`src/rtl/wut_pkg.sv`:
```
// Shared types and the test vector rule for the wire-under-test localizer.
// Assumes exactly four vectors, indexed by a 2-bit value.
package wut_pkg;

    localparam int NUM_VEC = 4;
    localparam int VEC_W   = 2;

    typedef enum logic [2:0] {
        ST_IDLE  = 3'd0,
        ST_CAPT  = 3'd1,
        ST_SHIFT = 3'd2,
        ST_RB    = 3'd3,
        ST_DONE  = 3'd4
    } state_t;

    // Value driven onto wire w by vector v: zeros, odd-high, even-high, ones.
    function automatic logic vec_bit(input logic [VEC_W-1:0] v, input logic [31:0] w);
        case (v)
            2'd0:    vec_bit = 1'b0;
            2'd1:    vec_bit = w[0];
            2'd2:    vec_bit = ~w[0];
            default: vec_bit = 1'b1;
        endcase
    endfunction

endpackage

```
`src/rtl/wut_vector_gen.sv`:
```
// Expands a vector index into the full source pattern for every wire of
// every chain. Purely combinational; all chains receive the same pattern.
module wut_vector_gen #(
    parameter int NUM_CHAINS = 4,
    parameter int CHAIN_LEN  = 8
) (
    input  logic [wut_pkg::VEC_W-1:0]        vec_idx,
    output logic [NUM_CHAINS*CHAIN_LEN-1:0]  pattern
);
    import wut_pkg::*;

    // Fill each wire position from the vector rule.
    always_comb begin
        pattern = '0;
        for (int c = 0; c < NUM_CHAINS; c++) begin
            for (int w = 0; w < CHAIN_LEN; w++) begin
                pattern[c*CHAIN_LEN + w] = vec_bit(vec_idx, 32'(w));
            end
        end
    end

endmodule

```
`src/rtl/wut_capture_chains.sv`:
```
// Source launch registers, wires with open-fault injection, and the capture
// flip-flops that double as serial shift chains. Wire w of chain c sits at
// bit w of its chain; bit CHAIN_LEN-1 drives the chain's primary output.
// Assumes CHAIN_LEN >= 2 and that open_mask is steady during a run.
module wut_capture_chains #(
    parameter int NUM_CHAINS = 4,
    parameter int CHAIN_LEN  = 8
) (
    input  logic                            clk,
    input  logic                            rst_n,
    input  logic                            launch_en,
    input  logic [NUM_CHAINS*CHAIN_LEN-1:0] launch_pat,
    input  logic                            capt_en,
    input  logic                            shift_en,
    input  logic [NUM_CHAINS*CHAIN_LEN-1:0] open_mask,
    output logic [NUM_CHAINS*CHAIN_LEN-1:0] cap_flat,
    output logic [NUM_CHAINS-1:0]           scan_out
);
    localparam int TOTAL = NUM_CHAINS * CHAIN_LEN;

    logic [TOTAL-1:0]     src_q;
    logic [CHAIN_LEN-1:0] cap_q [NUM_CHAINS];

    // Launch sources, capture through identity logic, or shift toward output.
    always_ff @(posedge clk) begin
        if (!rst_n) begin
            src_q <= '0;
            for (int c = 0; c < NUM_CHAINS; c++) cap_q[c] <= '0;
        end else begin
            if (launch_en) src_q <= launch_pat;
            if (capt_en) begin
                for (int c = 0; c < NUM_CHAINS; c++)
                    cap_q[c] <= src_q[c*CHAIN_LEN +: CHAIN_LEN] & ~open_mask[c*CHAIN_LEN +: CHAIN_LEN];
            end else if (shift_en) begin
                for (int c = 0; c < NUM_CHAINS; c++)
                    cap_q[c] <= {cap_q[c][CHAIN_LEN-2:0], 1'b0};
            end
        end
    end

    for (genvar c = 0; c < NUM_CHAINS; c++) begin : g_chain
        assign cap_flat[c*CHAIN_LEN +: CHAIN_LEN] = cap_q[c];
        assign scan_out[c] = cap_q[c][CHAIN_LEN-1];

        // an open wire never leaves a 1 in its capture flip-flop.
        a_r3_open_zero: assert property (@(posedge clk) disable iff (!rst_n)
            capt_en |=> ((cap_q[c] & $past(open_mask[c*CHAIN_LEN +: CHAIN_LEN])) == '0));

        // each shift moves the next-nearer wire onto the primary output.
        a_r4_shift_step: assert property (@(posedge clk) disable iff (!rst_n)
            (shift_en && !capt_en) |=> (scan_out[c] == $past(cap_q[c][CHAIN_LEN-2])));
    end

endmodule

```
`src/rtl/wut_mismatch_locator.sv`:
```
// Compares captured values with the expected pattern and picks the reported
// location. Scan mode looks only at the bit at each chain's output; readback
// mode looks at every capture and picks the highest wire, then lowest chain.
module wut_mismatch_locator #(
    parameter int NUM_CHAINS = 4,
    parameter int CHAIN_LEN  = 8,
    parameter int CHAIN_W    = 2,
    parameter int WIRE_W     = 3
) (
    input  logic                            readback,
    input  logic [WIRE_W-1:0]               shift_cnt,
    input  logic [NUM_CHAINS*CHAIN_LEN-1:0] cap_flat,
    input  logic [NUM_CHAINS*CHAIN_LEN-1:0] exp_flat,
    output logic                            hit,
    output logic [CHAIN_W-1:0]              hit_chain,
    output logic [WIRE_W-1:0]               hit_wire
);
    int wsel;

    // Select the mismatch to report; later loop writes take priority.
    always_comb begin
        hit       = 1'b0;
        hit_chain = '0;
        hit_wire  = '0;
        wsel      = 0;
        if (readback) begin
            for (int w = 0; w < CHAIN_LEN; w++) begin
                for (int c = NUM_CHAINS-1; c >= 0; c--) begin
                    if (cap_flat[c*CHAIN_LEN + w] != exp_flat[c*CHAIN_LEN + w]) begin
                        hit       = 1'b1;
                        hit_chain = CHAIN_W'(c);
                        hit_wire  = WIRE_W'(w);
                    end
                end
            end
        end else begin
            wsel = CHAIN_LEN - 1 - int'(shift_cnt);
            for (int c = NUM_CHAINS-1; c >= 0; c--) begin
                if (cap_flat[c*CHAIN_LEN + CHAIN_LEN - 1] != exp_flat[c*CHAIN_LEN + wsel]) begin
                    hit       = 1'b1;
                    hit_chain = CHAIN_W'(c);
                    hit_wire  = WIRE_W'(wsel);
                end
            end
        end
    end

endmodule

```
`src/rtl/wut_scan_localizer.sv`:
```
// Top of the wire-under-test localizer: sequences the four test vectors,
// launches and captures them, then scans or reads back the captures and
// reports the first faulty wire. Stops at the first fault found.
// Assumes open_mask and readback_mode are steady while busy.
module wut_scan_localizer #(
    parameter int NUM_CHAINS = 4,
    parameter int CHAIN_LEN  = 8,
    localparam int CHAIN_W   = (NUM_CHAINS > 1) ? $clog2(NUM_CHAINS) : 1,
    localparam int WIRE_W    = (CHAIN_LEN > 1) ? $clog2(CHAIN_LEN) : 1
) (
    input  logic                            clk,
    input  logic                            rst_n,
    input  logic                            start,
    input  logic                            readback_mode,
    input  logic [NUM_CHAINS*CHAIN_LEN-1:0] open_mask,
    output logic                            busy,
    output logic                            done,
    output logic                            fault_found,
    output logic [CHAIN_W-1:0]              fault_chain,
    output logic [WIRE_W-1:0]               fault_wire,
    output logic [1:0]                      fault_vec,
    output logic [NUM_CHAINS-1:0]           scan_out
);
    import wut_pkg::*;

    localparam int TOTAL = NUM_CHAINS * CHAIN_LEN;
    localparam logic [VEC_W-1:0]  LAST_VEC  = VEC_W'(NUM_VEC - 1);
    localparam logic [WIRE_W-1:0] LAST_SHIFT = WIRE_W'(CHAIN_LEN - 1);

    state_t              state_q;
    logic [VEC_W-1:0]    vec_q;
    logic [VEC_W-1:0]    launch_vec;
    logic [WIRE_W-1:0]   cnt_q;
    logic                rb_q;
    logic                launch_en;
    logic                accept;
    logic                hit;
    logic [CHAIN_W-1:0]  hit_chain;
    logic [WIRE_W-1:0]   hit_wire;
    logic [TOTAL-1:0]    exp_pat;
    logic [TOTAL-1:0]    launch_pat;
    logic [TOTAL-1:0]    cap_flat;

    // Decide when a new vector is launched and which one.
    always_comb begin
        accept     = (state_q == ST_IDLE || state_q == ST_DONE) && start;
        launch_vec = accept ? '0 : vec_q + 1'b1;
        launch_en  = accept
                   || (state_q == ST_SHIFT && !hit && cnt_q == LAST_SHIFT && vec_q != LAST_VEC)
                   || (state_q == ST_RB && !hit && vec_q != LAST_VEC);
    end

    wut_vector_gen #(.NUM_CHAINS(NUM_CHAINS), .CHAIN_LEN(CHAIN_LEN)) u_exp_gen (
        .vec_idx (vec_q),
        .pattern (exp_pat)
    );

    wut_vector_gen #(.NUM_CHAINS(NUM_CHAINS), .CHAIN_LEN(CHAIN_LEN)) u_launch_gen (
        .vec_idx (launch_vec),
        .pattern (launch_pat)
    );

    wut_capture_chains #(.NUM_CHAINS(NUM_CHAINS), .CHAIN_LEN(CHAIN_LEN)) u_chains (
        .clk        (clk),
        .rst_n      (rst_n),
        .launch_en  (launch_en),
        .launch_pat (launch_pat),
        .capt_en    (state_q == ST_CAPT),
        .shift_en   (state_q == ST_SHIFT),
        .open_mask  (open_mask),
        .cap_flat   (cap_flat),
        .scan_out   (scan_out)
    );

    wut_mismatch_locator #(
        .NUM_CHAINS (NUM_CHAINS),
        .CHAIN_LEN  (CHAIN_LEN),
        .CHAIN_W    (CHAIN_W),
        .WIRE_W     (WIRE_W)
    ) u_locator (
        .readback  (rb_q),
        .shift_cnt (cnt_q),
        .cap_flat  (cap_flat),
        .exp_flat  (exp_pat),
        .hit       (hit),
        .hit_chain (hit_chain),
        .hit_wire  (hit_wire)
    );

    // Run sequencer: vector, capture, observe, then next vector or finish.
    always_ff @(posedge clk) begin
        if (!rst_n) begin
            state_q     <= ST_IDLE;
            vec_q       <= '0;
            cnt_q       <= '0;
            rb_q        <= 1'b0;
            fault_found <= 1'b0;
            fault_chain <= '0;
            fault_wire  <= '0;
            fault_vec   <= '0;
        end else begin
            case (state_q)
                ST_IDLE, ST_DONE: begin
                    if (start) begin
                        state_q     <= ST_CAPT;
                        vec_q       <= '0;
                        rb_q        <= readback_mode;
                        fault_found <= 1'b0;
                        fault_chain <= '0;
                        fault_wire  <= '0;
                        fault_vec   <= '0;
                    end
                end
                ST_CAPT: begin
                    state_q <= rb_q ? ST_RB : ST_SHIFT;
                    cnt_q   <= '0;
                end
                ST_SHIFT, ST_RB: begin
                    if (hit) begin
                        state_q     <= ST_DONE;
                        fault_found <= 1'b1;
                        fault_chain <= hit_chain;
                        fault_wire  <= hit_wire;
                        fault_vec   <= vec_q;
                    end else if (state_q == ST_SHIFT && cnt_q != LAST_SHIFT) begin
                        cnt_q <= cnt_q + 1'b1;
                    end else if (vec_q == LAST_VEC) begin
                        state_q <= ST_DONE;
                    end else begin
                        vec_q   <= vec_q + 1'b1;
                        state_q <= ST_CAPT;
                    end
                end
                default: state_q <= ST_IDLE;
            endcase
        end
    end

    assign busy = (state_q == ST_CAPT) || (state_q == ST_SHIFT) || (state_q == ST_RB);
    assign done = (state_q == ST_DONE);

    // a reported fault always comes with done and a wire inside the chain.
    a_r5_fault_valid: assert property (@(posedge clk) disable iff (!rst_n)
        fault_found |-> (done && (int'(fault_wire) < CHAIN_LEN)));

    // a clean finish only after the last vector has been observed.
    a_r8_pass_last_vec: assert property (@(posedge clk) disable iff (!rst_n)
        (done && !fault_found) |-> (vec_q == LAST_VEC));

    // results hold while done and no new start arrives.
    a_r9_result_hold: assert property (@(posedge clk) disable iff (!rst_n)
        (done && !start) |=> (done && $stable(fault_found) && $stable(fault_chain)
                              && $stable(fault_wire) && $stable(fault_vec)));

    // a run only begins from a start pulse.
    a_r9_busy_from_start: assert property (@(posedge clk) disable iff (!rst_n)
        $rose(busy) |-> $past(start));

    // vector 0 can never expose an open, since it drives only zeros.
    a_r10_no_vec0_fault: assert property (@(posedge clk) disable iff (!rst_n)
        fault_found |-> (fault_vec != 2'd0));

endmodule

```
`config.mk`:
```
export PLATFORM = sky130hd
export DESIGN_NAME = wut_scan_localizer
export DESIGN_NICKNAME = d
export VERILOG_FILES = /design/src/rtl/wut_pkg.sv /design/src/rtl/wut_vector_gen.sv /design/src/rtl/wut_capture_chains.sv /design/src/rtl/wut_mismatch_locator.sv /design/src/rtl/wut_scan_localizer.sv
export SDC_FILE = /design/constraint.sdc
export NUM_CORES = 1
export LEC_CHECK = 0
export CAP_MARGIN = 40
export CELL_PAD_IN_SITES_DETAIL_PLACEMENT = 1
export CELL_PAD_IN_SITES_GLOBAL_PLACEMENT = 2
export CORE_AREA = 2 2 111 113
export DETAILED_ROUTE_END_ITERATION = 6
export DIE_AREA = 0 0 113 115
export DONT_BUFFER_PORTS = 1
export PLACE_DENSITY_LB_ADDON = 0.1
export REMOVE_ABC_BUFFERS = 1
export SETUP_SLACK_MARGIN = 0.2
export SYNTH_ARGS = -nofsm -noshare
export SYNTH_HDL_FRONTEND = slang
export SYNTH_HIERARCHICAL = 1
export SYNTH_SLANG_ARGS = --single-unit
```
`constraint.sdc`:
```
create_clock -name clk -period 6.2 [get_ports clk]
set_clock_uncertainty 0.1 [all_clocks]
set_input_delay 0.93 -clock clk [delete_from_list [all_inputs] [get_ports clk]]
set_output_delay 0.93 -clock clk [all_outputs]
set_load 0.05 [all_outputs]
```
==> results by group, run 1 <==
STA
  • Fin crit share: 63.7%
  • Fmax achieved: ~250 MHz
  • Final setup margin: 2.25 ns
  • Final hold violation count: 0
  • Worst hold slack: 0.398 ns
  • RSZ-0062 raised after global routing: false
  • Tmin final: 3.95 ns
  • Setup TNS: 0 ns
  • Measured slew at the worst slew-check pin: 0.876 ns
  • Slew HR: between 40 and 50%
  • Max Slew Vio Count: 0
  • # setup viols final: 0

Synth
  • #FFs+latches synth: 81
  • YS warnings: 6
  • Number of distinct library cells after synthesis: 61
  • Synth Area in Simple Gates: 18.9%
  • XOR/XNOR share of the synthesized area: 7.44%
  • Post-synth EDFFs: 30
  • Post-synth ARST share: 0%
  • Post-Syn Area: 5320 µm²
  • Mean Syn Cell Area: a little over 10 µm²
  • Sequential fraction of the synthesis area: 36.1%
  • Top FF cell, synth: dfxtp_1
  • Synth Instances: between 500 and 600
  • Synth Area in Compound Gates: 11.3%
  • Adder-Cell Fraction of Synth Area: 0.706%
  • Main combinational cell family by area after synthesis: simple AND/OR/NAND/NOR gates
  • Post-synthesis mux area share: 11.3%

Clock network
  • Post-CTS Setup Bufs: 0
  • Deepest clock path buffer count: 2
  • H-tree levels: 3
  • Clk sinks: 81
  • TritonCTS clock tree: yes
  • Post-CTS Hold Buffers: 0
  • Num CTS Buffers: 9
  • Post-CTS Resized: 0
  • Worst-path clk slew: 0.06 ns
  • Root Buffer: clkbuf_16
  • Worst skew pair latency: approximately 0.35 ns

Global route
  • All-Layer GR Usage: 19.3%
  • Grt total ovfl: 0
  • Number of global-route vias before repair: 3743
  • First-pass GRT wire length: 19500 µm
  • Largest net degree at the start of global routing: 83
  • Initial antenna violation count: 0

Floorplan
  • Initial Util: 45.0%
  • Core Rows: 40
  • I/O Pins: 50
  • Die W: 113 µm
  • Core area: 11800 µm²
  • Die Y: 115 µm
  • Die Footprint: 13000 µm²

Route
  • Router iterations before antenna repair: 6
  • Initial DRC Count: 145
  • Met1 WL: 5350 µm
  • Max layer used: met4
  • DR vias/cell: 5.55
  • WL/cell: 19.3 µm
  • # DRC: 3
  • Routed wire length: 11600 µm
  • Met2 Routed Length: 5720 µm
  • Antenna-violating nets left: 0
  • Routed wire length on met3: about 370 µm
  • Via count: 3355

Worst setup path
  • Worst r2r src: vec_q[1]
  • Register-to-register setup slack: 2.25 ns
  • CP Launch Type: register
  • CP max stage delay: 0.87 ns
  • CP endpoint kind: register
  • Worst EP arrival: 4.08 ns
  • Reg2reg path depth: 11
  • Worst-path fanout max: 28
  • Cell Chain, Critical Path: buf_4 -> xor2_1 -> nor4b_1 -> a31o_2 -> nand3_1 -> nor2_1 -> o211ai_1 -> nand2_2 -> buf_12 -> mux2i_1 -> nor2b_1
  • CP required: 6.33 ns
  • Critical path class: reg -> reg
  • Critical-path top delay cell: dfxtp_1
  • CP Buf/Inv Count: 2
  • Critical R2R Capture: u_chains/src_q[6]
  • Critical path's top delay family: simple AND/OR/NAND/NOR gates

Min path
  • Worst Hold Class: reg -> reg
  • Cell depth of the worst hold path: 2
  • Hold Crit Endpoint: u_chains/cap_q[0][0]
  • Worst Min Path Start: u_chains/cap_q[0][0]

Finish
  • Multi-input gate area: 2650 µm²
  • FILL cells: 1339
  • Util after Layout: 43.5%
  • Nets: 491
  • Most frequent cells in the layout: mux2i_1 (50), dfxtp_1 (50), nand2_1 (42)
  • Post-route cell area: roughly 5000 µm²
  • Fraction of layout instances using a drive strength above 1: 13.3%
  • Register area: slightly below 2000 µm²
  • Diode count: 0
  • Area Overhead vs Synth: -3.29%

Pwr
  • PwrDens: about 290 nW/µm²
  • Leak: 1.84 nW
  • Peak VDD IR: 151 µV

Run status
  • Failing checks: design-rule violations
  • Status: finished with violations

Place
  • Port buffer count: 0
  • Placer Congestion: 0.825
  • Dpl ws: 2.24 ns
  • Area after DPL: about 4900 µm²
  • DPL Wire Length: slightly above 8000 µm

Job
  • # Max-Cap Violations: 0
area by class of cell:
type	count	share of cell area, %
Sequential cell	81	37.4
Timing Repair Buffer	7	1.65
Tap cell	147	3.58
Clock inverter	6	1.14
Multi-Input combinational cell	349	51.5
Inverter	4	0.292
Clock buffer	10	4.45
cell usage after synthesis (all sizes together) (3+ instances only):
master  instances  share of area (%)
a21oi          10               0.94
mux2i          50                9.4
inv             4               0.28
or2             4               0.47
nor2b          38                4.5
nor2           10               0.71
nand2          44                3.2
xnor2          21                3.5
and3            3               0.45
o21ai          37                4.9
mux4            4                1.7
nand3          10               0.94
buf            87                 13
nand4b         32                5.3
nor3            5               0.47
ha              3               0.71
edfxtp         30                 17
o211ai          3               0.52
a22o            9                1.5
xor2           22                4.0
dfxtp          51                 19
and2            3               0.35
o31ai           5               0.71
nand2b          6               0.99
clkbuf          8               0.59
layer usage:
layer / track usage (%) / vias up
li1: - / 1669
met5: 0 / -
met4: 6.99 / 0
met2: 33.7 / 44
met1: 23.2 / 1628
met3: 4.80 / 14
flip-flops by register name, indices dropped and copies added, names as in the netlist:
signal,cells
u_chains/cap_q,32
fault_chain,2
fault_found,1
cnt_q,3
u_chains/src_q,32
vec_q,2
fault_vec,2
rb_q,1
fault_wire,3
state_q,3
metrics by stage:
step | instances | power (mW)
2_1_floorplan | 434 | 0.878
6_report | 604 | 1.47
3_5_place_dp | 588 | 0.962
5_1_grt | 604 | 1.55
3_3_place_gp | 585 | 0.953
4_1_cts | 604 | 1.49
power by group:
| part | switching [mW] | total, mW | internal [mW] | leakage, nW |
|---|---|---|---|---|
| combinational | 0.170 | 0.280 | 0.109 | 0.952 |
| clock | 0.212 | 0.521 | 0.310 | 0.146 |
| sequential | 0.0634 | 0.668 | 0.604 | 0.737 |
| total | 0.446 | 1.47 | 1.02 | 1.84 |
logic make-up (layout without fill, tap and decap cells):
kind of cell / after synthesis / after routing
muxes: 55 / 55
DFF: 81 / 81
adders and majority gates: 3 / 3
AOI/OAI and AO/OA: 82 / 82
xor gates and xnor gates: 43 / 43
and+or+nand+nor: 166 / 166
buffers and inverters: 99 / 27
how the worst max path moves through the flow:
stage,startpoint,end,slack (ns),cells past startpoint
2_1_floorplan,vec_q[0],u_chains/src_q[0],1.83,11
3_3_place_gp,vec_q[0],u_chains/src_q[27],1.96,11
3_5_place_dp,vec_q[1],u_chains/src_q[17],2.24,11
4_1_cts,vec_q[1],u_chains/src_q[10],2.22,11
5_1_grt,vec_q[1],u_chains/src_q[15],1.81,11
6_report,vec_q[1],u_chains/src_q[6],2.25,11
worst reg2reg max path, delay by kind of cell (launching register included):
kind / cells / cell delay [ns]
flops: 1 / 0.87
compound gates: 2 / 0.48
buf+inv: 2 / 0.64
xor+xnor: 1 / 0.18
simple gates: 5 / 1.31
mux: 1 / 0.25
(Power assumes the default switching activity.)
==> run 2, diff against run 1 <==
--- a/config.mk
+++ b/config.mk
@@ -5,12 +5,13 @@
 export SDC_FILE = /design/constraint.sdc
 export NUM_CORES = 1
 export LEC_CHECK = 0
+export ABC_AREA = 1
 export CAP_MARGIN = 40
 export CELL_PAD_IN_SITES_DETAIL_PLACEMENT = 1
 export CELL_PAD_IN_SITES_GLOBAL_PLACEMENT = 2
-export CORE_AREA = 2 2 111 113
+export CORE_AREA = 2 2 126 128
 export DETAILED_ROUTE_END_ITERATION = 6
-export DIE_AREA = 0 0 113 115
+export DIE_AREA = 0 0 128 130
 export DONT_BUFFER_PORTS = 1
 export PLACE_DENSITY_LB_ADDON = 0.1
 export REMOVE_ABC_BUFFERS = 1
==> constraint.sdc (replaced) <==
create_clock -name clk -period 3.4 [get_ports clk]
set_clock_uncertainty 0.1 [all_clocks]
set_input_delay 0.51 -clock clk [delete_from_list [all_inputs] [get_ports clk]]
set_output_delay 0.51 -clock clk [all_outputs]
set_load 0.05 [all_outputs]
==> results by group, run 2 <==
Run status
  • Status: completed

Finish
  • Area Overhead vs Synth: 11.1%
  • Non-Filler Instances: 846 (+40%)
  • Most frequent cells in the layout: nand2_1 (165), nor2_1 (114), dfxtp_1 (47)
  • Diode count: 0 (unchanged)
  • Nets: 688 (+40%)
  • Largest regs: u_chains/cap_q x32, u_chains/src_q x32
  • Fraction of layout instances using a drive strength above 1: 16.1% (+2.7 points)
  • Commonest non-fill, non-tap cell in the layout: nand2_1

Synth
  • Post-synth ARST share: 0% (unchanged)
  • Sequential fraction of the synthesis area: 37.8% (+1.6 points)
  • Synth cell count leaders: nand2_1 (166), nor2_1 (134), buf_4 (65)
  • Share of the synthesized area in the top cell type: 20.1% (+0.87 points)
  • Post-synth EDFFs: 30 (unchanged)
  • Yosys top cell by area: dfxtp_1
  • Number of distinct library cells after synthesis: 42 (-31%)
  • Mean Syn Cell Area: 7.34 µm² (-27%)
  • YS warnings: 6 (unchanged)
  • #FFs+latches synth: 81 (unchanged)
  • Count leader, synth: nand2_1
  • Top post-synthesis cells by area: dfxtp_1 (20%), edfxtp_1 (18%), nand2_1 (12%)
  • Post-Syn Area: 5090 µm² (-4.4%)
  • Top FF cell, synth: dfxtp_1
  • Synth Instances: 693 (+31%)

Place
  • Dpl cells: 817 (+39%)
  • Port buffer count: 0 (unchanged)
  • Placer Congestion: 0.755 (-8.4%)
  • DPL Wire Length: 9530 µm (+18%)

STA
  • RSZ-0062 raised after global routing: true
  • Tmin final: 3.11 ns (-0.839 ns)
  • Fmax achieved: 321 MHz (+27%)
  • Final hold violation count: 0 (unchanged)
  • Setup TNS: 0 ns (unchanged)
  • Slew HR: 40.7% (-0.64 points)
  • Measured slew at the worst slew-check pin: 0.886 ns (+0.00951 ns)
  • # setup viols final: 0 (unchanged)
  • Max Slew Vio Count: 0 (unchanged)
  • Fin crit share: 91.5% (+28 points)

Min path
  • Worst Min Path Start: rst_n
  • Cell depth of the worst hold path: 2 (unchanged)
  • Worst Hold Class: in -> reg
  • Hold Crit Endpoint: u_chains/src_q[16]

Worst setup path
  • Reg2reg path depth: 18 (+7)
  • CP Launch Type: register
  • CP max stage delay: 0.37 ns (-0.50 ns)
  • Critical R2R Capture: u_chains/src_q[16]
  • Worst EP arrival: 3.25 ns (-0.83 ns)
  • Register-to-register setup slack: 0.29 ns (-1.96 ns)
  • Worst r2r src: vec_q[1]
  • Worst-path fanout max: 8 (-71%)
  • Cell Chain, Critical Path: buf_12 -> buf_12 -> o21ai_2 -> o22ai_1 -> o21ai_1 -> xor2_1 -> nand2_1 -> o21ai_2 -> inv_1 -> nor2_2 -> o21ai_2 -> nor2_2 -> nand3_2 -> nand2_4 -> clkinvlp_4 -> buf_12 -> o21ai_4 -> a21oi_2
  • CP required: 3.54 ns (-2.79 ns)
  • Critical-path top delay cell: dfxtp_4
  • CP endpoint kind: register
  • Critical path class: reg -> reg

Clock network
  • Num CTS Buffers: 9 (unchanged)
  • Post-CTS Hold Buffers: 0 (unchanged)
  • Worst skew pair latency: 0.35 ns (about the same)
  • Deepest clock path buffer count: 2 (unchanged)
  • Root Buffer: clkbuf_16
  • Clk sinks: 81 (unchanged)
  • TritonCTS clock tree: yes
  • Worst-path clk slew: 0.06 ns (about the same)
  • H-tree levels: 3 (unchanged)

Floorplan
  • Die Y: 130 µm (+13%)
  • Die W: 128 µm (+13%)
  • Die Footprint: 16600 µm² (+28%)
  • I/O Pins: 50 (unchanged)
  • Core Rows: 46 (+15%)
  • Core area: 15400 µm² (+31%)
  • Initial Util: 33.0% (-12 points)

Job
  • # Max-Cap Violations: 0 (unchanged)

Global route
  • Initial antenna violation count: 0 (unchanged)
  • First-pass GRT wire length: 21700 µm (+11%)
  • Grt total ovfl: 0 (unchanged)
  • Largest net degree at the start of global routing: 43 (-48%)
  • Number of global-route vias before repair: 4138 (+11%)
  • All-Layer GR Usage: 17.0% (-2.3 points)

Route
  • Routed wire length: 14100 µm (+21%)
  • Router iterations before antenna repair: 4 (-2)
  • # DRC: 0 (-3)
  • Via count: 4063 (+21%)
  • Initial DRC Count: 202 (+39%)
  • DR vias/cell: 4.80 (-14%)
  • Antenna-violating nets left: 0 (unchanged)
  • WL/cell: 16.6 µm (-14%)

Pwr
  • Peak VDD IR: 344 µV (+130%)
  • Leak: 2.54 nW (+39%)
  • PwrDens: 985 nW/µm² (+240%)
## run 2: changes by cell type after synthesis, sizes merged, moves of 12 or more
cell,delta
buf,-17
nor2,+127
nand3b,+12
nor2b,-38
nand2,+125
o21ai,+16
inv,+42
nand4b,-32
mux2i,-50
## run 2: area by class of cell
type                            count  area (µm²)
Fill cell                        1885        9780
Multi-Input combinational cell    471        2460
Sequential cell                    81        1930
Timing Repair Buffer               33         378
Clock buffer                       12         279
Inverter                           53         275
Tap cell                          192         240
Clock inverter                      4        77.6
## run 2: metrics by stage
stage | setup slack (ns) | util (%) | area (µm²) | power (mW) | hold WS [ns]
floorplan | -0.996 | - | 4490 | 3.32 | 0.334
global placement | 0.123 | 31.9 | 4910 | 4.03 | 0.343
detailed placement | -0.0173 | 31.9 | 4910 | 4.07 | 0.355
CTS | 0.206 | 34.2 | 5280 | 5.28 | 0.168
global route | 0.0770 | 36.6 | 5650 | 6.01 | 0.189
finish | 0.289 | 36.6 | 5650 | 5.56 | 0.215
## run 2: repair_timing
item / in CTS / in global routing
endpoints found under the hold margin: 0 / 0
resized for setup: 4 / 57
pin swaps: 0 / 7
cloned: 0 / 4
setup buffers: 0 / 9
endpoints found under the setup margin: 34 / 34
## run 2: cells by family (layout without fill, tap and decap cells)
| logic type | count (synthesis) | after routing | synth area share [%] |
|---|---|---|---|
| AO/OA/AOI/OAI | 85 | 85 | 9.03 |
| XOR/XNOR | 34 | 34 | 6.52 |
| adder cells (fa/ha/maj) | 3 | 3 | 0.738 |
| buffers and inverters | 141 | 102 | 17.1 |
| flip-flops | 81 | 81 | 37.8 |
| AND/OR/NAND/NOR | 349 | 349 | 28.8 |
## run 2: worst max path at each step
| stage | from | to | slack, ns | cells after the start |
|---|---|---|---|---|
| 2_1_floorplan | vec_q[0] | u_chains/src_q[0] | -1.0 | 16 |
| 3_3_place_gp | vec_q[1] | u_chains/src_q[16] | 0.12 | 16 |
| 3_5_place_dp | vec_q[1] | u_chains/src_q[16] | -0.02 | 17 |
| 4_1_cts | vec_q[1] | fault_chain[0] | 0.21 | 38 |
| 5_1_grt | vec_q[1] | fault_chain[0] | 0.08 | 38 |
| 6_report | vec_q[1] | u_chains/src_q[16] | 0.29 | 18 |
## run 2: where the power goes
group          leakage (nW)  internal (mW)  switching (mW)
sequential            0.742           1.34           0.326
combinational          1.63           1.09            1.65
clock                 0.174          0.737           0.423
## run 2: metal layers
| layer | part of all wire, % | GRT usage (%) | vias to the layer above | wire length [µm] |
|---|---|---|---|---|
| met2 | 47 | 28.3 | 52 | 6630 |
| met5 | 0 | 0 | - | 0 |
| met3 | 3.3 | 3.61 | 17 | 460 |
| li1 | - | - | 2053 | - |
| met1 | 48 | 21.7 | 1941 | 6690 |
| met4 | 2.0 | 6.85 | 0 | 288 |
## run 2: worst max-delay path, delay by kind of cell (launching register included)
family                    cells  cell delay [ns]
AOI/OAI and AO/OA             7             0.87
buffers and inverters         5             0.81
xor gates and xnor gates      1             0.23
and+or+nand+nor               5             0.62
DFF                           1             0.37
==> run 3, diff against run 2 <==
--- a/config.mk
+++ b/config.mk
@@ -14,6 +14,7 @@
 export DIE_AREA = 0 0 128 130
 export DONT_BUFFER_PORTS = 1
 export PLACE_DENSITY_LB_ADDON = 0.1
+export RECOVER_POWER = 25
 export REMOVE_ABC_BUFFERS = 1
 export SETUP_SLACK_MARGIN = 0.2
 export SYNTH_ARGS = -nofsm -noshare
==> results by group, run 3 (same netlist as run 2, synthesis figures left out) <==
Global route
  • Initial antenna violation count: 0 (unchanged)
  • Largest net degree at the start of global routing: 43 (unchanged)
  • Grt total ovfl: 0 (unchanged)
  • All-Layer GR Usage: 17.0% (unchanged)
  • Number of global-route vias before repair: 4138 (unchanged)
  • First-pass GRT wire length: 21700 µm (unchanged)

STA
  • Tmin final: 3.13 ns (+0.0206 ns)
  • Max Slew Vio Count: 0 (unchanged)
  • Measured slew at the worst slew-check pin: 1.15 ns (+0.268 ns)
  • RSZ-0062 raised after global routing: true
  • Fmax achieved: 319 MHz (-0.66%)
  • # setup viols final: 0 (unchanged)
  • Setup TNS: 0 ns (unchanged)
  • Fin crit share: 92.1% (+0.61 points)
  • Final hold violation count: 0 (unchanged)
  • Slew HR: 23.0% (-18 points)
  • Worst hold slack: 0.212 ns (-0.00238 ns)

Worst setup path
  • CP required: 3.54 ns (about the same)
  • Reg2reg path depth: 18 (unchanged)
  • Worst EP arrival: 3.27 ns (+0.02 ns)
  • CP endpoint kind: register
  • Critical R2R Capture: u_chains/src_q[16]
  • Worst-path fanout max: 8 (unchanged)
  • Worst r2r src: vec_q[1]
  • Critical path class: reg -> reg
  • Register-to-register setup slack: 0.27 ns (-0.02 ns)
  • CP Launch Type: register

Route
  • Initial DRC Count: 205 (+1.5%)
  • Antenna-violating nets left: 0 (unchanged)
  • Router iterations before antenna repair: 4 (unchanged)
  • WL/cell: 16.6 µm (about the same)
  • Via count: 4070 (+0.17%)
  • DR vias/cell: 4.81 (+0.17%)
  • # DRC: 0 (unchanged)
  • Routed wire length: 14100 µm (about the same)

Min path
  • Worst Min Path Start: rst_n
  • Hold Crit Endpoint: u_chains/src_q[31]
  • Cell depth of the worst hold path: 2 (unchanged)
  • Worst Hold Class: in -> reg

Job
  • # Max-Cap Violations: 0 (unchanged)

Place
  • DPL Wire Length: 9530 µm (unchanged)
  • Dpl cells: 817 (unchanged)
  • Port buffer count: 0 (unchanged)
  • Area after DPL: 4910 µm² (unchanged)
  • Placer Congestion: 0.755 (unchanged)

Clock network
  • Deepest clock path buffer count: 2 (unchanged)
  • Root Buffer: clkbuf_16
  • Worst-path clk slew: 0.06 ns (about the same)
  • Post-CTS Hold Buffers: 0 (unchanged)
  • TritonCTS clock tree: yes
  • Clk sinks: 81 (unchanged)
  • H-tree levels: 3 (unchanged)
  • Num CTS Buffers: 9 (unchanged)
  • Worst skew pair latency: 0.35 ns (about the same)

Finish
  • Diode count: 0 (unchanged)
  • Largest regs: u_chains/cap_q x32, u_chains/src_q x32
  • FILL cells: 1889 (+0.21%)
  • Nets: 688 (unchanged)
  • Commonest non-fill, non-tap cell in the layout: nand2_1
  • Most frequent cells in the layout: nand2_1 (167), nor2_1 (114), dfxtp_1 (47)
  • Fraction of layout instances using a drive strength above 1: 15.1% (-0.92 points)
  • Post-route cell area: 5620 µm² (-0.60%)
  • Area Overhead vs Synth: 10.4%
  • Non-Filler Instances: 846 (unchanged)
  • Util after Layout: 36.4% (-0.22 points)

Floorplan
  • Core area: 15400 µm² (unchanged)
  • Die Y: 130 µm (unchanged)
  • Die W: 128 µm (unchanged)
  • Core Rows: 46 (unchanged)
  • Die Footprint: 16600 µm² (unchanged)
  • I/O Pins: 50 (unchanged)
  • Initial Util: 33.0% (unchanged)

Pwr
  • PwrDens: 986 nW/µm² (+0.19%)
  • Leak: 2.51 nW (-1.3%)
  • Peak VDD IR: 344 µV (about the same)

Run status
  • Status: completed
-- run 3: cell types whose count changed in the layout (fill, tap and decap cells not counted), sizes merged --
cell / previous run / this run
buf: 30 / 26
clkbuf: 15 / 19
-- run 3: worst max-delay path: stages, from the launching register on --
cell and delay (ns):
dfxtp_4 0.37, buf_12 0.14, buf_12 0.13, o21ai_2 0.12
o22ai_1 0.08, o21ai_1 0.19, xor2_1 0.23, nand2_1 0.12
o21ai_2 0.22, inv_1 0.08, nor2_2 0.12, o21ai_2 0.08
nor2_2 0.13, nand3_2 0.14, nand2_4 0.11, clkinvlp_4 0.24
buf_12 0.23, o21ai_4 0.14, a21oi_2 0.04
-- run 3: area by class of cell --
type                            instances  area [µm²]  share of cell area, %
Clock buffer                           12         279                   4.97
Clock inverter                          4        77.6                   1.38
Inverter                               53         275                   4.90
Multi-Input combinational cell        471        2450                   43.6
Sequential cell                        81        1930                   34.4
Tap cell                              192         240                   4.28
Timing Repair Buffer                   33         363                   6.46
-- run 3: report_power, final --
part	total [mW]	switching [mW]	internal [mW]
clock	1.16	0.424	0.737
sequential	1.66	0.325	1.34
combinational	2.72	1.64	1.07
-- run 3: layer usage --
metal	global-route usage [%]	vias up	share of wire [%]
li1	-	2051	-
met1	21.7	1947	48
met2	28.3	55	47
met3	3.61	17	3.1
met4	6.85	0	2.1
met5	0	-	0
-- run 3: worst max path at each step --
stage	start	cells past startpoint	slack, ns	endpoint
after floorplan	vec_q[0]	16	-1.0	u_chains/src_q[0]
after global placement	vec_q[1]	16	0.12	u_chains/src_q[16]
after detailed placement	vec_q[1]	17	-0.02	u_chains/src_q[16]
after CTS	vec_q[1]	38	0.21	fault_chain[0]
after global routing	vec_q[1]	18	0.07	u_chains/src_q[1]
final	vec_q[1]	18	0.27	u_chains/src_q[16]
-- run 3: per-stage QoR --
stage                     total power [mW]  worst slack (ns)
after detailed placement              4.07           -0.0173
after CTS                             5.28             0.206
after floorplan                       3.32            -0.996
final                                 5.54             0.268
after global routing                  5.99            0.0657
after global placement                4.03             0.123
-- run 3: what timing repair did --
item | in CTS | in global routing
cloned | 0 | 4
endpoints found under the hold margin | 0 | 0
setup endpoints to repair | 34 | 34
pin swaps | 0 | 7
setup buffers | 0 | 9
resized for setup | 4 | 57
